<file path="config.mk">
export PLATFORM = sky130hd
export DESIGN_NAME = ldfwd_unit
export DESIGN_NICKNAME = d
export VERILOG_FILES = /design/src/rtl/ldfwd_pkg.sv /design/src/rtl/ldfwd_span_check.sv /design/src/rtl/ldfwd_scan.sv /design/src/rtl/ldfwd_align.sv /design/src/rtl/ldfwd_unit.sv
export SDC_FILE = /design/constraint.sdc
export NUM_CORES = 1
export LEC_CHECK = 0
export CORE_AREA = 2 2 299 301
export DETAILED_ROUTE_END_ITERATION = 12
export DIE_AREA = 0 0 301 303
export DONT_BUFFER_PORTS = 1
export SLEW_MARGIN = 20
export SYNTH_ARGS = -nofsm -noshare
export SYNTH_HDL_FRONTEND = slang
export SYNTH_HIERARCHICAL = 1
export SYNTH_SLANG_ARGS = --single-unit
export TNS_END_PERCENT = 20
</file>
<file path="constraint.sdc">
create_clock -name clk -period 26.9 [get_ports clk]
set_input_delay 6.725 -clock clk [delete_from_list [all_inputs] [get_ports clk]]
set_output_delay 6.725 -clock clk [all_outputs]
set_load 0.02 [all_outputs]
</file>
<file path="src/rtl/ldfwd_pkg.sv">
package ldfwd_pkg;
  localparam int DATA_W = 64;
  localparam int SIZE_W = 2;

  typedef enum logic [1:0] {
    OUT_CACHE = 2'd0,
    OUT_FWD   = 2'd1,
    OUT_STALL = 2'd2
  } outcome_e;

  function automatic logic [3:0] size_bytes(input logic [SIZE_W-1:0] code);
    return 4'd1 << code;
  endfunction
endpackage

</file>
<file path="src/rtl/ldfwd_span_check.sv">
module ldfwd_span_check
  import ldfwd_pkg::*;
#(
  parameter int AW = 16
) (
  input  logic [AW-1:0]     ld_addr,
  input  logic [SIZE_W-1:0] ld_size,
  input  logic [AW-1:0]     st_addr,
  input  logic [SIZE_W-1:0] st_size,
  output logic              overlap,
  output logic              covers
);
  localparam int EW = AW + 1;

  logic [EW-1:0] ld_lo, ld_hi, st_lo, st_hi;

  always_comb begin
    ld_lo   = {1'b0, ld_addr};
    st_lo   = {1'b0, st_addr};
    ld_hi   = ld_lo + EW'(size_bytes(ld_size));
    st_hi   = st_lo + EW'(size_bytes(st_size));
    overlap = (ld_lo < st_hi) && (ld_hi > st_lo);
    covers  = (st_lo <= ld_lo) && (st_hi >= ld_hi);
  end
endmodule

</file>
<file path="src/rtl/ldfwd_scan.sv">
module ldfwd_scan #(
  parameter int DEPTH = 8,
  localparam int IW = $clog2(DEPTH)
) (
  input  logic [DEPTH-1:0] hit,
  input  logic [IW-1:0]    youngest,
  input  logic [IW:0]      older_cnt,
  output logic             found,
  output logic [IW-1:0]    pick_idx,
  output logic [DEPTH-1:0] pick_oh
);
  always_comb begin
    logic [IW-1:0] idx;
    found    = 1'b0;
    pick_idx = '0;
    pick_oh  = '0;
    idx      = '0;
    for (int k = 0; k < DEPTH; k++) begin
      idx = youngest - IW'(k);
      if (!found && ((IW+1)'(k) < older_cnt) && hit[idx]) begin
        found         = 1'b1;
        pick_idx      = idx;
        pick_oh[idx]  = 1'b1;
      end
    end
  end
endmodule

</file>
<file path="src/rtl/ldfwd_align.sv">
module ldfwd_align
  import ldfwd_pkg::*;
(
  input  logic [DATA_W-1:0] st_data,
  input  logic [2:0]        byte_shift,
  input  logic [SIZE_W-1:0] ld_size,
  output logic [DATA_W-1:0] ld_data
);
  logic [DATA_W-1:0] shifted, keep;

  always_comb begin
    shifted = st_data >> {byte_shift, 3'b000};
    unique case (ld_size)
      2'd0:    keep = 64'h0000_0000_0000_00FF;
      2'd1:    keep = 64'h0000_0000_0000_FFFF;
      2'd2:    keep = 64'h0000_0000_FFFF_FFFF;
      default: keep = '1;
    endcase
    ld_data = shifted & keep;
  end
endmodule

</file>
<file path="src/rtl/ldfwd_unit.sv">
module ldfwd_unit
  import ldfwd_pkg::*;
#(
  parameter int SQ_DEPTH = 8,
  parameter int AW = 16,
  localparam int IW = $clog2(SQ_DEPTH)
) (
  input  logic                     clk,
  input  logic                     rst_n,
  input  logic                     ld_valid,
  output logic                     ld_ready,
  input  logic [AW-1:0]            ld_addr,
  input  logic [1:0]               ld_size,
  input  logic                     ld_locked,
  input  logic [IW-1:0]            ld_youngest,
  input  logic [IW:0]              ld_older,
  input  logic [SQ_DEPTH-1:0]      sq_valid,
  input  logic [SQ_DEPTH*AW-1:0]   sq_addr,
  input  logic [SQ_DEPTH*2-1:0]    sq_size,
  input  logic [SQ_DEPTH*64-1:0]   sq_data,
  input  logic [SQ_DEPTH-1:0]      sq_wb,
  output logic                     res_valid,
  input  logic                     res_ready,
  output logic [1:0]               res_outcome,
  output logic [63:0]              res_data
);
  logic [SQ_DEPTH-1:0] ovl, cov, hit;
  logic                found;
  logic [IW-1:0]       pick_idx;
  logic [SQ_DEPTH-1:0] pick_oh;

  for (genvar i = 0; i < SQ_DEPTH; i++) begin : g_span
    ldfwd_span_check #(.AW(AW)) u_span (
      .ld_addr (ld_addr),
      .ld_size (ld_size),
      .st_addr (sq_addr[i*AW +: AW]),
      .st_size (sq_size[i*2 +: 2]),
      .overlap (ovl[i]),
      .covers  (cov[i])
    );
    assign hit[i] = sq_valid[i] && ovl[i];
  end

  ldfwd_scan #(.DEPTH(SQ_DEPTH)) u_scan (
    .hit       (hit),
    .youngest  (ld_youngest),
    .older_cnt (ld_older),
    .found     (found),
    .pick_idx  (pick_idx),
    .pick_oh   (pick_oh)
  );

  logic          sel_cover, sel_wb;
  logic [AW-1:0] sel_addr, addr_diff;
  logic [63:0]   aligned;

  assign sel_cover = cov[pick_idx];
  assign sel_wb    = sq_wb[pick_idx];
  assign sel_addr  = sq_addr[pick_idx*AW +: AW];
  assign addr_diff = ld_addr - sel_addr;

  ldfwd_align u_align (
    .st_data    (sq_data[pick_idx*64 +: 64]),
    .byte_shift (addr_diff[2:0]),
    .ld_size    (ld_size),
    .ld_data    (aligned)
  );

  outcome_e verdict;
  always_comb begin
    if (!found)                       verdict = OUT_CACHE;
    else if (!ld_locked && sel_cover) verdict = OUT_FWD;
    else if (sel_wb)                  verdict = OUT_CACHE;
    else                              verdict = OUT_STALL;
  end

  logic accept;
  assign ld_ready = !res_valid || res_ready;
  assign accept   = ld_valid && ld_ready;

  always_ff @(posedge clk) begin
    if (!rst_n) begin
      res_valid   <= 1'b0;
      res_outcome <= OUT_CACHE;
      res_data    <= '0;
    end else if (accept) begin
      res_valid   <= 1'b1;
      res_outcome <= verdict;
      res_data    <= (verdict == OUT_FWD) ? aligned : '0;
    end else if (res_ready) begin
      res_valid   <= 1'b0;
    end
  end

  AST_PICK_ONEHOT: assert property (@(posedge clk) disable iff (!rst_n)
    $onehot0(pick_oh));
  AST_LOCK_NO_FWD: assert property (@(posedge clk) disable iff (!rst_n)
    accept && ld_locked |=> res_outcome != OUT_FWD);
  AST_PARTIAL_NO_FWD: assert property (@(posedge clk) disable iff (!rst_n)
    accept && found && !cov[pick_idx] |=> res_outcome != OUT_FWD);
  AST_MISS_TO_CACHE: assert property (@(posedge clk) disable iff (!rst_n)
    accept && !found |=> res_outcome == OUT_CACHE);
  AST_HOLD_STABLE: assert property (@(posedge clk) disable iff (!rst_n)
    res_valid && !res_ready |=> res_valid && $stable(res_outcome) && $stable(res_data));
  AST_DATA_ZERO: assert property (@(posedge clk) disable iff (!rst_n)
    res_valid && res_outcome != OUT_FWD |-> res_data == '0);
endmodule

</file>
==> metrics.md <==
| Metric | Value |
|---|---|
| Fillers | `9293` |
| I/O pins | `770` |
| Crit path max fanout | `48` |
| # port buffers | `0` |
| Longest Clk Path Bufs | `2` |
| R2r worst-path depth | `5` |
| Final Hold Vio Count | `0` |
| Area occupied by multi-input gates | `25000 um2` |
| Final setup vio count | `0` |
| Drt pass-1 iters | `8` |
| Area grow syn2layout | `5.65%` |
| Slowest-stage cell, CP | `buf_4` |
| Total routed wirelength | `152000 um` |
| Die ar. | `91200 um2` |
| Worst-skew pair later-pin latency | `0.36 ns` |
| Post-CTS Setup Bufs | `0` |
| Pleak | `13.4 nW` |
| Power Dens Cells | `44.0 nW/um2` |
| Commonest non-fill, non-tap cell in the layout | `ha_1` |
| DIE HEIGHT | `303 um` |
| DP HPWL | `131000 um` |
| Critical path arrival | `15.61 ns` |
| Worst-Margin Slew | `1.04 ns` |
| Clock Sink Count | `67` |
| Final core occ | `34.2%` |
| Worst Path Required | `27.15 ns` |
| Clock-pin transition on the worst setup and hold timing paths | `0.06 ns` |
| Worst hold path startpoint | `res_outcome[0]` |
| Layout cells sized above 1 | `11.5%` |
| Worst hold path type | `register to register` |
| Hold Path Sink | `res_outcome[0]` |
| Initial Utilization | `32.3%` |
| Detail Route Antenna Nets | `0` |
| Reg-to-reg slack, setup | `24.63 ns` |
| Setup_tns | `0 ns` |
| Relative slew slack | `30.9%` |
| Cells after Synth | `3364` |
| CTS tree | `done` |
| Final min period | `15.37 ns` |
| Synthesized area per cell | `8.46 um2` |
| Final Power | `1.32 mW` |
| TritonCTS Buffers | `9` |
| RSZ-0062 raised after global routing | `no` |
| Chip width | `301 um` |
| Core ar. | `88000 um2` |
| FF+latch area | `1340 um2` |
| Post_cts resized | `0` |
| Final Max Slew Viols | `0` |
| Gpl congestion | `0.995` |
| Wirelength per Cell | `33.1 um` |
| Fin crit share | `57.1%` |
| Most frequent cells in the layout | `ha_1, inv_1, xnor2_1, a21oi_1, nand2_1` |
| Status | `finished, final reports clean` |
| CTS H-tree lvls | `3` |
| Iteration-0 DRC Markers | `2572` |
| Reg-to-Reg Start | `res_valid` |
| Vias post-DR | `27200` |
| Worst R2R End | `res_data[18]` |
| Worst VDD drop | `70.2 uV` |
| Post-layout nets | `4600` |
| Worst Clk Skew | `0.0123 ns` |
| First-pass GRT wire length | `202000 um` |
| Initial antenna violation count | `166` |
| Core Rows | `109` |
| Vias per cell | `5.96` |
| Clock Tree Root | `clkbuf_16` |
| # DRC | `0` |
| GRT Resource Usage Total | `31.8%` |
| WHS Path Cells | `1` |
| Crit path kind | `input pin to register` |
| Vias in the first global route | `25500` |
| Max-Cap Viols | `0` |
| Syn Nets | `4663` |
| Largest net degree at the start of global routing | `68` |
| Mapped cell area | `28400 um2` |
| Ys Warns | `6` |
| Max Freq | `0.0651 GHz` |
| Total congestion overflow | `0` |
| Crit. End Element | `register` |
| Largest stage delay, worst path | `0.82 ns` |
| CTS Hold Bufs | `0` |
| CP startpoint kind | `input pin` |
## sequential cells by signal (all words and copies together), names as in the netlist
signal / cells
res_outcome: 2
res_data: 64
res_valid: 1
## per-stage QoR
| step | instance area (um2) | hold slack [ns] | worst slack, ns | std cells |
|---|---|---|---|---|
| floorplan | 28400 | 0.532 | 12.40 | 3364 |
| global placement | 29500 | 0.620 | 11.39 | 4455 |
| detailed placement | 29500 | 0.624 | 11.28 | 4455 |
| CTS | 29800 | 0.633 | 11.63 | 4471 |
| global route | 30000 | 0.635 | 10.97 | 4543 |
| finish | 30100 | 0.635 | 11.53 | 4575 |
## critical path: cells and delay by family
kind / cells / cell delay [ns]
adders and majority gates: 3 / 0.88
xor gates and xnor gates: 1 / 0.25
buffers and inverters: 2 / 1.52
AOI/OAI and AO/OA: 8 / 1.68
and+or+nand+nor: 12 / 2.28
muxes: 5 / 2.18
## how the worst max path moves through the flow
stage	start	end	slack [ns]	cells after the start
after floorplan	ld_size[0]	res_data[31]	12.40	38
after global placement	ld_size[0]	res_data[16]	11.39	31
after detailed placement	ld_size[0]	res_data[16]	11.28	31
after CTS	ld_size[0]	res_data[16]	11.63	31
after global routing	ld_size[0]	res_data[16]	10.97	31
final	ld_size[1]	res_data[16]	11.53	31
## where the power goes
group	leakage, nW	switching, mW	internal (mW)	total (mW)
Sequential	0.541	0.0128	0.104	0.117
Combinational	12.7	0.617	0.473	1.09
Clock	0.126	0.0513	0.0621	0.113
Total	13.4	0.681	0.640	1.32
## routing by layer
metal / track usage [%] / share of wire [%]
met1: 35.5 / 36
met5: 1.86 / 0.23
met4: 14.7 / 5.1
met3: 13.8 / 13
met2: 52.0 / 46
## area by class of cell
cell class / count / share of cell area, %
clock inverters: 5 / 0.0999
inverters: 428 / 5.35
multi-input cells: 2783 / 83.3
flip-flops and latches: 67 / 4.46
clock buffers: 11 / 0.774
well taps: 1165 / 4.85
repair buffers: 12 / 0.300
diodes: 104 / 0.866
Note: power is estimated with default switching activity, not from simulation.
